===== src/rtl/pciw_pkg.sv =====
package pciw_pkg;
  typedef enum logic [1:0] {SZ_BYTE = 2'd0, SZ_HALF = 2'd1, SZ_WORD = 2'd2, SZ_WIDE = 2'd3} size_e;
  typedef enum logic [1:0] {CMD_CFG_RD = 2'd0, CMD_CFG_WR = 2'd1, CMD_IO_RD = 2'd2, CMD_IO_WR = 2'd3} cmd_e;
  typedef enum logic [1:0] {WIN_NONE, WIN_TOKEN, WIN_CFG, WIN_IO} win_e;
  typedef enum logic [1:0] {ST_IDLE, ST_ISSUE, ST_DONE} xst_e;

  typedef struct packed {
    logic [1:0]  cmd;
    logic [31:0] addr;
    logic [3:0]  be;
    logic [31:0] wdata;
  } dn_req_t;
endpackage


===== src/rtl/pciw_decode.sv =====
module pciw_decode #(
  parameter int ADDR_W   = 12,
  parameter int LANES    = 4,
  parameter int OFS_TOK  = 'h064,
  parameter int OFS_CFG  = 'h068,
  parameter int OFS_IO   = 'h06C
) (
  input  logic [ADDR_W-1:0]  addr_i,
  input  logic [1:0]         size_i,
  output pciw_pkg::win_e     win_o,
  output logic [LANES-1:0]   be_o
);
  import pciw_pkg::*;

  localparam int LW = $clog2(LANES);
  localparam logic [ADDR_W-LW-1:0] IDX_TOK = ADDR_W'(OFS_TOK) >> LW;
  localparam logic [ADDR_W-LW-1:0] IDX_CFG = ADDR_W'(OFS_CFG) >> LW;
  localparam logic [ADDR_W-LW-1:0] IDX_IO  = ADDR_W'(OFS_IO)  >> LW;

  logic [ADDR_W-LW-1:0] idx;
  logic [LW-1:0]        lane;

  assign idx  = addr_i[ADDR_W-1:LW];
  assign lane = addr_i[LW-1:0];

  always_comb begin
    if (idx == IDX_CFG)      win_o = WIN_CFG;
    else if (idx == IDX_IO)  win_o = WIN_IO;
    else if (idx == IDX_TOK) win_o = WIN_TOKEN;
    else                     win_o = WIN_NONE;
  end

  for (genvar l = 0; l < LANES; l++) begin : g_be
    localparam logic [LW-1:0] LN = LW'(l);
    always_comb begin
      unique case (size_e'(size_i))
        SZ_BYTE: be_o[l] = (lane == LN);
        SZ_HALF: be_o[l] = (lane[LW-1:1] == LN[LW-1:1]);
        default: be_o[l] = 1'b1;
      endcase
    end
  end
endmodule


===== src/rtl/pciw_token_reg.sv =====
module pciw_token_reg #(
  parameter int DATA_W   = 32,
  parameter int IOADDR_W = 16,
  parameter int CFGTOK_W = 24,
  parameter int ALIGN_W  = 2
) (
  input  logic              clk_i,
  input  logic              rst_ni,
  input  logic              wr_en_i,
  input  logic [DATA_W-1:0] wdata_i,
  output logic [DATA_W-1:0] tok_o,
  output logic [DATA_W-1:0] cfg_addr_o,
  output logic [DATA_W-1:0] io_addr_o
);
  logic [DATA_W-1:0] tok_q;

  always_ff @(posedge clk_i or negedge rst_ni) begin
    if (!rst_ni)      tok_q <= '0;
    else if (wr_en_i) tok_q <= wdata_i;
  end

  assign tok_o      = tok_q;
  // register number is dword aligned; upper byte is not part of the token
  assign cfg_addr_o = {{(DATA_W-CFGTOK_W){1'b0}}, tok_q[CFGTOK_W-1:ALIGN_W], {ALIGN_W{1'b0}}};
  assign io_addr_o  = {{(DATA_W-IOADDR_W){1'b0}}, tok_q[IOADDR_W-1:0]};


  tok_hold_chk: assert property (@(posedge clk_i) disable iff (!rst_ni)
    !wr_en_i |=> $stable(tok_q));
endmodule


===== src/rtl/pciw_xact.sv =====
module pciw_xact (
  input  logic               clk_i,
  input  logic               rst_ni,
  input  logic               start_i,
  input  pciw_pkg::dn_req_t  req_i,
  input  logic               dn_ack_i,
  input  logic [31:0]        dn_rdata_i,
  output logic               dn_valid_o,
  output pciw_pkg::dn_req_t  dn_req_o,
  output logic               idle_o,
  output logic               done_o,
  output logic [31:0]        rsp_o
);
  import pciw_pkg::*;

  xst_e        st_q;
  dn_req_t     req_q;
  logic [31:0] rsp_q;

  always_ff @(posedge clk_i or negedge rst_ni) begin
    if (!rst_ni) begin
      st_q  <= ST_IDLE;
      req_q <= '0;
      rsp_q <= '0;
    end else begin
      unique case (st_q)
        ST_IDLE: if (start_i) begin
          req_q <= req_i;
          st_q  <= ST_ISSUE;
        end
        ST_ISSUE: if (dn_ack_i) begin
          rsp_q <= req_q.cmd[0] ? '0 : dn_rdata_i;
          st_q  <= ST_DONE;
        end
        default: st_q <= ST_IDLE;
      endcase
    end
  end

  assign dn_valid_o = (st_q == ST_ISSUE);
  assign dn_req_o   = req_q;
  assign idle_o     = (st_q == ST_IDLE);
  assign done_o     = (st_q == ST_DONE);
  assign rsp_o      = rsp_q;


  req_stable_chk: assert property (@(posedge clk_i) disable iff (!rst_ni)
    dn_valid_o && !dn_ack_i |=> dn_valid_o && $stable(dn_req_o));

  ack_to_done_chk: assert property (@(posedge clk_i) disable iff (!rst_ni)
    dn_valid_o && dn_ack_i |=> done_o && !dn_valid_o);

  done_once_chk: assert property (@(posedge clk_i) disable iff (!rst_ni)
    done_o |=> !done_o);
endmodule


===== src/rtl/pciw_bridge.sv =====
module pciw_bridge #(
  parameter int ADDR_W  = 12,
  parameter int DATA_W  = 32,
  parameter int OFS_TOK = 'h064,
  parameter int OFS_CFG = 'h068,
  parameter int OFS_IO  = 'h06C
) (
  input  logic              clk_i,
  input  logic              rst_ni,
  input  logic              req_valid_i,
  input  logic              req_write_i,
  input  logic [ADDR_W-1:0] req_addr_i,
  input  logic [1:0]        req_size_i,
  input  logic [DATA_W-1:0] req_wdata_i,
  output logic              req_ready_o,
  output logic [DATA_W-1:0] req_rdata_o,
  output logic              dn_valid_o,
  output logic [1:0]        dn_cmd_o,
  output logic [DATA_W-1:0] dn_addr_o,
  output logic [3:0]        dn_be_o,
  output logic [DATA_W-1:0] dn_wdata_o,
  input  logic              dn_ack_i,
  input  logic [DATA_W-1:0] dn_rdata_i
);
  import pciw_pkg::*;

  localparam int LANES = DATA_W / 8;

  win_e              win;
  logic [LANES-1:0]  be;
  logic [DATA_W-1:0] tok, cfg_addr, io_addr;
  logic              idle, done, start, imm_ready, tok_wr;
  logic [DATA_W-1:0] rsp;
  dn_req_t           req_new, req_out;

  pciw_decode #(
    .ADDR_W(ADDR_W), .LANES(LANES),
    .OFS_TOK(OFS_TOK), .OFS_CFG(OFS_CFG), .OFS_IO(OFS_IO)
  ) u_dec (
    .addr_i(req_addr_i), .size_i(req_size_i), .win_o(win), .be_o(be)
  );

  pciw_token_reg #(.DATA_W(DATA_W)) u_tok (
    .clk_i(clk_i), .rst_ni(rst_ni), .wr_en_i(tok_wr), .wdata_i(req_wdata_i),
    .tok_o(tok), .cfg_addr_o(cfg_addr), .io_addr_o(io_addr)
  );

  assign imm_ready = idle && req_valid_i && (win == WIN_TOKEN || win == WIN_NONE);
  assign start     = idle && req_valid_i && (win == WIN_CFG || win == WIN_IO);
  assign tok_wr    = imm_ready && req_write_i && (win == WIN_TOKEN);

  always_comb begin
    req_new.cmd   = {win == WIN_IO, req_write_i};
    req_new.addr  = (win == WIN_IO) ? io_addr : cfg_addr;
    req_new.be    = be;
    req_new.wdata = req_wdata_i;
  end

  pciw_xact u_xact (
    .clk_i(clk_i), .rst_ni(rst_ni), .start_i(start), .req_i(req_new),
    .dn_ack_i(dn_ack_i), .dn_rdata_i(dn_rdata_i), .dn_valid_o(dn_valid_o),
    .dn_req_o(req_out), .idle_o(idle), .done_o(done), .rsp_o(rsp)
  );

  assign dn_cmd_o    = req_out.cmd;
  assign dn_addr_o   = req_out.addr;
  assign dn_be_o     = req_out.be;
  assign dn_wdata_o  = req_out.wdata;
  assign req_ready_o = done || imm_ready;
  assign req_rdata_o = done ? rsp : (imm_ready && win == WIN_TOKEN) ? tok : '0;


  ready_excl_chk: assert property (@(posedge clk_i) disable iff (!rst_ni)
    !(req_ready_o && dn_valid_o));

  be_shape_chk: assert property (@(posedge clk_i) disable iff (!rst_ni)
    dn_valid_o |-> ($countones(dn_be_o) == 1 || $countones(dn_be_o) == 2 || dn_be_o == 4'hF));

  cfg_addr_chk: assert property (@(posedge clk_i) disable iff (!rst_ni)
    dn_valid_o && !dn_cmd_o[1] |-> dn_addr_o[31:24] == 8'h00 && dn_addr_o[1:0] == 2'b00);

  io_addr_chk: assert property (@(posedge clk_i) disable iff (!rst_ni)
    dn_valid_o && dn_cmd_o[1] |-> dn_addr_o[31:16] == 16'h0000);

  undef_zero_chk: assert property (@(posedge clk_i) disable iff (!rst_ni)
    req_valid_i && req_ready_o && !req_write_i && !dn_valid_o &&
    (req_addr_i[ADDR_W-1:2] < 10'h019 || req_addr_i[ADDR_W-1:2] > 10'h01B)
    |-> req_rdata_o == '0);
endmodule


===== config.mk =====
export PLATFORM = sky130hd
export DESIGN_NAME = pciw_bridge
export DESIGN_NICKNAME = d
export VERILOG_FILES = /design/src/rtl/pciw_pkg.sv /design/src/rtl/pciw_decode.sv /design/src/rtl/pciw_token_reg.sv /design/src/rtl/pciw_xact.sv /design/src/rtl/pciw_bridge.sv
export SDC_FILE = /design/constraint.sdc
export NUM_CORES = 1
export LEC_CHECK = 0
export CORE_UTILIZATION = 41
export CTS_CLUSTER_SIZE = 25
export DETAILED_ROUTE_END_ITERATION = 10
export PLACE_DENSITY = 0.76
export SETUP_SLACK_MARGIN = 0.05
export SYNTH_ARGS = -nofsm -noshare
export SYNTH_HDL_FRONTEND = slang
export SYNTH_SLANG_ARGS = --single-unit
export TNS_END_PERCENT = 10

===== constraint.sdc =====
create_clock -name clk_i -period 1.9 [get_ports clk_i]
set_input_delay 0.475 -clock clk_i [delete_from_list [all_inputs] [get_ports clk_i]]
set_output_delay 0.475 -clock clk_i [all_outputs]
set_load 0.05 [all_outputs]

==> flow_summary.yaml, run 1 <==
synth:
  synth_cells: 424
  syn_area_um2: 5557
  synth.top_cell.area_share_pct: 57.64
  syn_area_per_cell_um2: 13.11
  yosysWarningCount: 0
  yosys_register_bits: 128
  yosysSeqAreaShare_pct: 57.64
  ys_types: 27
  ys_top_cells_by_area: "dfrtp_1 (58%), mux2_2 (17%), a22o_1 (5.0%)"
  yosysTopAreaCell: "dfrtp_1"
sta:
  fmax_ghz: 0.4270
  setup_tns_ns: -13.76
  rsz0062_at_grt: "true"
  period_minus_slack_ns: 2.342
  drv_slew: 0
  fin_hold_ws_ns: 0.4841
  hold_violations: 0
  setup_slack_ns: -0.4417
  fin_crit_sh_pct: 123.2
  skew_ns: 0.006033
  setup-violations-final: 33
die:
  die_w_um: 118.4
  start_util_pct: 41.96
  pin_count: 187
  core.rowCount: 42
  dieHeight_um: 118.4
  die-area_um2: 14020
  fp.coreArea_um2: 13240
drt:
  wl_um: 14700
  post_drt_wl_per_cell_um: 18.13
  firstDrtPassIters: 6
  drc: 0
  ant_nets: 0
  drt_iter0_drc: 112
  vias: 4011
  via_per_inst: 4.946
critical_path:
  cpMostUsedCell: "buf_12"
  path_buf_inv: 3
  end_kind: "output pin"
  cp_cell_sequence: "nor3b_4 -> and4_4 -> buf_6 -> buf_12 -> a22o_4 -> buf_12"
  crit_family: "simple AND/OR/NAND/NOR gates"
  required_ns: 1.42
  slowest_delay_ns: 0.40
  path_class: "flop to output pin"
  cp_max_fo: 6
  slowest_stage: "dfrtp_1"
  cp-start-kind: "flop"
  cp.arrival_ns: 1.87
cts:
  cts_sinks: 128
  root_buffer: "clkbuf_16"
  clk_latency_ns: 0.42
  cts_buffers: 17
  cts_tree: "yes"
  h-tree-depth: 4
  clkSlewWorstSetupHoldPaths_ns: 0.05
  cts_buffer_depth: 2
status:
  status: "finished, violations left"
  violations: "setup timing"
layout:
  fin_util_pct: 66.55
  antenna_cells: 0
  drive_gt1_share_pct: 44.88
  nets: 706
  nFillCells: 979
  final_common_cell: "dfrtp_1"
  syn_to_final_growth_pct: 58.61
  finalNonFillerCells: 811
  final_cell_mix: "dfrtp_1 (128), mux2_2 (84), buf_4 (77)"
pwr:
  p_leak_nw: 4.517
  power.density_nw_per_um2: 751.3
  ir_drop_mv: 0.4925
placed_design:
  io_buffers: 178
  hpwlAfterDp_um: 10090
  post-place-cells: 772
  place.gp.congestion: 0.7938
global_routing:
  antenna_found_initial: 0
  grt_pass1_wl_um: 23560
  first_global_vias: 4345
  grt_max_degree: 56
  overflow: 0
  grt.total_usage_pct: 22.34
run:
  max_cap_viol_count: 0
worst_hold_path:
  worstHoldPathType: "input pin to async pin"
==> timing repair <==
action / CTS / global route
hold endpoints to repair: 19 / 0
resized for setup: 27 / 1
hold buffers: 1 / 0
pin swaps: 9 / 3
setup buffers: 4 / 1
gates cloned: 3 / 0
setup endpoints to repair: 33 / 33
==> worst reg2reg max path: stages (launching register included) <==
cell and delay [ns]:
dfrtp_1 0.40, nor3b_4 0.22, buf_4 0.13, buf_4 0.12, nand4_2 0.10, buf_4 0.25
mux2_4 0.34
==> path summary, 6_finish.rpt <==
check / endpoint / start / slack, ns / cells after the start
min in group clk_i: u_xact.rsp_o[21] / u_xact.rsp_o[21] / 0.50 / 2
min reg2reg: u_xact.rsp_o[21] / u_xact.rsp_o[21] / 0.50 / 2
max: req_rdata_o[17] / u_xact.st_q[0] / -0.44 / 6
min: u_xact.dn_req_o[38] / rst_ni / 0.48 / 2
max reg2reg: u_tok.tok_o[8] / u_xact.st_q[0] / 0.22 / 6
max in group asynchronous: u_xact.rsp_o[19] / rst_ni / 0.80 / 3
==> sequential cells by signal (all words and copies together), names as in the netlist <==
name / flops
u_xact.st_q: 2
u_xact.dn_req_o: 62
u_xact.rsp_o: 32
u_tok.tok_o: 32
==> cell type report <==
type	instances	area [µm²]	share of cell area, %
flip-flops and latches	128	3203	36.34
multi-input cells	260	2411	27.36
repair buffers	209	2377	26.97
clock buffers	25	495.5	5.622
well taps	176	220.2	2.499
clock inverters	6	80.08	0.9086
inverters	7	26.28	0.2981
==> cells in the mapped netlist <==
library cell / instances
nand4_4: 1
buf_6: 9
nand2b_1: 34
nand2_1: 34
inv_1: 7
nand4_2: 1
mux2i_1: 4
nand3b_1: 1
and4_2: 1
a21oi_1: 2
nor4b_4: 2
clkbuf_1: 15
nor3b_2: 1
mux2_2: 84
nor2_1: 1
o21bai_1: 2
and3b_1: 1
nand3_1: 1
mux2_4: 6
nor2b_1: 10
conb_1: 1
buf_2: 4
a22o_1: 32
dfrtp_1: 128
a21o_1: 1
buf_4: 8
o21ai_0: 33
==> metal layers <==
metal | up-vias | track usage, % | part of all wire (%)
met4 | 0 | 9.177 | 1.8
met5 | - | 0 | 0
li1 | 1860 | - | -
met3 | 19 | 8.156 | 7.8
met1 | 1993 | 26.07 | 40
met2 | 139 | 37.21 | 50
==> metrics by stage <==
step | setup WS [ns] | power (mW) | cell area [µm²]
finish | -0.4417 | 6.622 | 8813
detailed placement | -0.7035 | 3.494 | 8064
CTS | -0.4607 | 6.677 | 8803
global placement | -0.6414 | 3.479 | 8064
global route | -0.5132 | 6.841 | 8813
floorplan | -0.1720 | 3.157 | 5886
==> kinds of logic (layout without fill, tap and decap cells) <==
family	after synthesis	in the layout	share of synthesized area [%]
AO/OA/AOI/OAI	70	70	8.602
AND/OR/NAND/NOR	88	88	9.570
multiplexers	94	94	19.37
buffers and inverters	43	247	4.751
flip-flops	128	128	57.64
other	1	8	0.06749
==> where the power goes <==
group	internal (mW)	switching (mW)	leakage [nW]
Sequential	2.82	0.0642	1.74
Combinational	0.264	0.299	2.49
Clock	2.05	1.13	0.287
Total	5.13	1.49	4.52
Power figures use the tool's default switching activity.
==> run 2, diff against run 1 <==
--- a/config.mk
+++ b/config.mk
@@ -5,10 +5,11 @@
 export SDC_FILE = /design/constraint.sdc
 export NUM_CORES = 1
 export LEC_CHECK = 0
-export CORE_UTILIZATION = 41
+export CORE_UTILIZATION = 57
 export CTS_CLUSTER_SIZE = 25
 export DETAILED_ROUTE_END_ITERATION = 10
-export PLACE_DENSITY = 0.76
+export DONT_BUFFER_PORTS = 1
+export PLACE_DENSITY = 0.75
 export SETUP_SLACK_MARGIN = 0.05
 export SYNTH_ARGS = -nofsm -noshare
 export SYNTH_HDL_FRONTEND = slang
==> run 2 against run 1 <==
The flow finishes with violations (hold timing, setup timing). Final cell count is 27% lower. Sequential share of layout area grew 11 points. Routed wire length down 18%. Critical path type unchanged. Critical endpoint is now req_rdata_o[28].
==> flow_summary.yaml, run 2 (synthesis results as in run 1) <==
run:
  max_cap_viol_count: 0
sta:
  tightest_slew_ns: 0.5162
  period_minus_slack_ns: 2.409
  setup-violations-final: 34
  skew_ns: 0.009321
  drv_slew: 0
  rsz0062_at_grt: "true"
  fmax_ghz: 0.4151
  setup_slack_ns: -0.5091
  fin_crit_sh_pct: 126.8
  fin_hold_ws_ns: -0.3318
  hold_violations: 128
  relSlewSlack_pct: 65.59
die:
  dieHeight_um: 100.7
  die_w_um: 100.7
  core.rowCount: 35
  fp.coreArea_um2: 9328
  pin_count: 187
  die-area_um2: 10150
  start_util_pct: 59.57
drt:
  post_drt_wl_per_cell_um: 20.54
  drc: 0
  wl_um: 12080
  vias: 3332
  firstDrtPassIters: 4
  drt_iter0_drc: 100
  via_per_inst: 5.667
  ant_nets: 0
cts:
  cts_sinks: 128
  clkSlewWorstSetupHoldPaths_ns: 0.06
  h-tree-depth: 4
  cts_buffers: 17
  clk_latency_ns: 0.50
  cts_tree: "yes"
  cts_buffer_depth: 2
  root_buffer: "clkbuf_8"
global_routing:
  overflow: 0
  grt_pass1_wl_um: 18530
  antenna_found_initial: 0
  first_global_vias: 3526
  grt_max_degree: 129
  grt.total_usage_pct: 24.66
layout:
  final_cell_mix: "dfrtp_1 (127), mux2_2 (84), nand2_1 (34)"
  finalNonFillerCells: 588
  antenna_cells: 0
  syn_to_final_growth_pct: 22.16
  drive_gt1_share_pct: 42.48
  nets: 529
  largest_register_ffs: 62
  final_common_cell: "dfrtp_1"
  fin_util_pct: 72.77
critical_path:
  slowest_stage: "dfrtp_1"
  cp_max_fo: 6
  end_kind: "output pin"
  cp.arrival_ns: 1.93
  required_ns: 1.42
  cp-start-kind: "flop"
  cp_cell_sequence: "nor3b_2 -> buf_4 -> and4_4 -> buf_12 -> clkbuf_16 -> a22o_4"
  crit_family: "buffers and inverters"
  path_buf_inv: 3
  r2r_setup_slack_ns: 0.17
  slowest_delay_ns: 0.38
  path_class: "flop to output pin"
placed_design:
  io_buffers: 0
  place.gp.congestion: 0.7947
  post-place-cells: 548
  hpwlAfterDp_um: 8015
  preCtsSetupSlack_ns: -0.1588
pwr:
  ir_drop_mv: 0.5089
  power.density_nw_per_um2: 910.6
  p_leak_nw: 3.523
status:
  violations: "hold timing, setup timing"
  status: "finished, violations left"
worst_hold_path:
  worstHoldPathType: "input pin to async pin"
## run 2: through the flow
step	setup TNS [ns]	power, mW	instance area, µm²
final	-15.93	6.181	6788
after global placement	-3.133	3.184	6086
after floorplan	-5.461	3.157	5886
after global routing	-18.11	6.380	6788
after CTS	-16.94	6.224	6736
after detailed placement	-4.097	3.195	6086
## run 2: report_power, final
group	internal, mW	leakage (nW)	switching [mW]	total [mW]
sequential	2.81	1.74	0.153	2.97
combinational	0.0841	1.53	0.0994	0.183
clock	1.79	0.258	1.24	3.03
## run 2: worst paths after layout
path                                      start                   to  cells after the start
worst max-delay path             u_xact.st_q[0]      req_rdata_o[28]                      6
worst min-delay path                     rst_ni  u_xact.dn_req_o[26]                      0
worst min register to register  u_xact.rsp_o[0]      u_xact.rsp_o[0]                      2
max in group asynchronous                rst_ni  u_xact.dn_req_o[45]                      0
min in group clk_i                     dn_ack_i       u_xact.st_q[0]                      1
worst max register to register   u_xact.st_q[1]  u_xact.dn_req_o[44]                      7
## run 2: what timing repair did
item	4_1_cts	5_1_grt
buffers inserted	3	3
endpoints found under the setup margin	34	35
hold endpoints to repair	128	128
gates cloned	1	1
pin swaps	4	7
resized for setup	4	4
## run 2: per-layer routing
| layer | vias up | routed length [µm] | track usage [%] |
|---|---|---|---|
| li1 | 1505 | - | - |
| met3 | 17 | 907 | 7.212 |
| met5 | - | 0 | 0 |
| met4 | 0 | 240 | 9.810 |
| met1 | 1674 | 4924 | 30.39 |
| met2 | 136 | 6006 | 41.04 |
## run 2: worst register-to-register path, stage by stage, from the launching register on
cell     delay, ns
dfrtp_1       0.37
nor3b_2       0.05
buf_4         0.13
buf_4         0.12
buf_4         0.14
nand4_4       0.10
buf_12        0.29
mux2_2        0.40
## run 2: area by class of cell
| cell class | count | area, µm² |
|---|---|---|
| clock buffer | 19 | 431.7 |
| clock inverter | 13 | 128.9 |
| fill | 616 | 2540 |
| inverter | 7 | 30.03 |
| multi-input combinational | 260 | 2405 |
| sequential | 128 | 3204 |
| tap | 129 | 161.4 |
| timing repair buffer | 32 | 426.7 |
==> run 3, diff against run 2 <==
--- a/config.mk
+++ b/config.mk
@@ -5,11 +5,12 @@
 export SDC_FILE = /design/constraint.sdc
 export NUM_CORES = 1
 export LEC_CHECK = 0
-export CORE_UTILIZATION = 57
+export CORE_MARGIN = 1
+export CORE_UTILIZATION = 63
 export CTS_CLUSTER_SIZE = 25
 export DETAILED_ROUTE_END_ITERATION = 10
 export DONT_BUFFER_PORTS = 1
-export PLACE_DENSITY = 0.75
+export PLACE_DENSITY = 0.79
 export SETUP_SLACK_MARGIN = 0.05
 export SYNTH_ARGS = -nofsm -noshare
 export SYNTH_HDL_FRONTEND = slang
==> constraint.sdc (replaced) <==
create_clock -name clk_i -period 2.75 [get_ports clk_i]
set_input_delay 0.6875 -clock clk_i [delete_from_list [all_inputs] [get_ports clk_i]]
set_output_delay 0.6875 -clock clk_i [all_outputs]
set_load 0.05 [all_outputs]
==> run 3 against run 2 <==
The flow finishes with violations (hold timing). Clock power is 20% lower. Utilization grew 9.4 points. Critical path depth decreased by 1. Sequential power shrank 31%. Routed wire length up 4.8%. Final area up 1.4%. Final cell count is 2.4% lower. Total power is 26% lower. Setup slack better by 0.62 ns. Hold slack improved by 0.22 ns. Clock skew up 0.0010 ns. Register-to-register slack better by 0.71 ns.
==> flow_summary.yaml, run 3 (synthesis results as in run 1) <==
global_routing:
  first_global_vias: 3721
  overflow: 0
  antenna_found_initial: 0
  grt_pass1_wl_um: 18970
  grt.total_usage_pct: 28.53
  grt_max_degree: 129
placed_design:
  hpwlAfterDp_um: 8269
  io_buffers: 0
  place.gp.congestion: 0.8137
  place_area_um2: 6211
cts:
  clkSlewWorstSetupHoldPaths_ns: 0.06
  clk_latency_ns: 0.50
  h-tree-depth: 4
  cts_buffer_depth: 2
  postCtsSetupRepairBufs: 0
  cts_buffers: 17
  cts_sinks: 128
  cts_tree: "yes"
  root_buffer: "clkbuf_8"
sta:
  drv_slew: 0
  period_minus_slack_ns: 2.634
  fmax_ghz: 0.3796
  setup_tns_ns: 0
  fin_hold_ws_ns: -0.1157
  skew_ns: 0.01036
  hold_violations: 128
  setup-violations-final: 0
  rsz0062_at_grt: "true"
  relSlewSlack_pct: 40.76
  tightest_slew_ns: 0.8885
  fin_crit_sh_pct: 95.80
pwr:
  p_leak_nw: 3.489
  p_total_mw: 4.595
  power.density_nw_per_um2: 667.3
  ir_drop_mv: 0.4384
drt:
  wl_um: 12660
  drc: 0
  drt_iter0_drc: 96
  vias: 3446
  via_per_inst: 6.003
  post_drt_wl_per_cell_um: 22.05
  ant_nets: 0
  firstDrtPassIters: 4
layout:
  final_common_cell: "dfrtp_1"
  nFillCells: 441
  final_cell_mix: "dfrtp_1 (127), mux2_2 (84), nand2b_1 (34), nand2_1 (34)"
  largest_register_ffs: 62
  antenna_cells: 0
  multi_input_area_um2: 2143
  design_area_um2: 6885
  nets: 539
  drive_gt1_share_pct: 37.31
  fin_util_pct: 82.15
  regArea_um2: 3204
  syn_to_final_growth_pct: 23.91
status:
  status: "finished, violations left"
  violations: "hold timing"
die:
  core.rowCount: 33
  dieHeight_um: 95.92
  die-area_um2: 9200
  fp.coreArea_um2: 8382
  pin_count: 187
  die_w_um: 95.92
  start_util_pct: 66.29
worst_hold_path:
  worstHoldPathType: "input pin to async pin"
critical_path:
  crit_path_end: "req_rdata_o[8]"
  path_class: "flop to output pin"
  cp.arrival_ns: 1.95
  cp-start-kind: "flop"
  rr_worst_depth: 5
  cp_max_fo: 15
  r2r_setup_slack_ns: 0.88
  end_kind: "output pin"
  startpoint: "u_xact.st_q[0]"
  reg2reg_from: "u_xact.st_q[0]"
  r2r-end: "u_tok.tok_o[15]"
  required_ns: 2.06
run:
  max_cap_viol_count: 0
==> run 3: changes by cell type in the layout (fill, tap and decap cells not counted), moves of 4 or more <==
cell,change
buf_4,-7
buf_12,+22
clkinvlp_4,-5
bufinv_16,+4
a22o_1,+28
a22o_4,-30
==> run 3: worst max-delay path, stage by stage (launching register included) <==
cell and delay [ns]:
dfrtp_2 0.45, nor3b_4 0.21, and4_4 0.29, buf_12 0.15
a22o_1 0.19, buf_12 0.15
==> run 3: power by group <==
part           internal (mW)  switching [mW]  leakage [nW]
combinational         0.0519          0.0698          1.43
clock                   1.62           0.810         0.316
sequential              1.94          0.0993          1.74
==> run 3: per-layer routing <==
metal	vias to the layer above	part of all wire (%)	track usage [%]	wire [µm]
met3	14	9.0	11.22	1141
met1	1740	37	31.14	4664
met5	-	0	0	0
met4	0	1.4	10.57	178
met2	165	53	50.12	6672
li1	1527	-	-	-
==> run 3: final cells by class <==
type                            count  area share [%]
Sequential cell                   128           46.54
Inverter                            7          0.3816
Clock inverter                     12           2.998
Timing Repair Buffer               42           10.58
Multi-Input combinational cell    260           31.13
Clock buffer                       20           6.469
Tap cell                          105           1.908
==> run 3: what timing repair did <==
| action | in CTS | in global routing |
|---|---|---|
| setup endpoints to repair | 16 | 26 |
| resized for setup | 2 | 3 |
| endpoints found under the hold margin | 128 | 128 |
| pin swaps | 1 | 0 |
==> run 3: worst min-delay path by stage <==
stage	from	end	slack [ns]	cells after the start
2_1_floorplan	rst_ni	u_tok.tok_o[0]	0.39	0
3_5_place_dp	rst_ni	u_xact.dn_req_o[26]	0.39	0
5_1_grt	rst_ni	u_xact.dn_req_o[26]	-0.15	0
4_1_cts	rst_ni	u_xact.dn_req_o[26]	-0.14	0
3_3_place_gp	rst_ni	u_xact.dn_req_o[26]	0.39	0
6_report	rst_ni	u_tok.tok_o[24]	-0.12	0
==> run 3: through the flow <==
stage,setup WS [ns],instances
after floorplan,-0.008103,431
after global placement,0.1697,542
after detailed placement,0.1796,542
after CTS,0.06831,574
after global routing,0.04421,574
final,0.1156,574
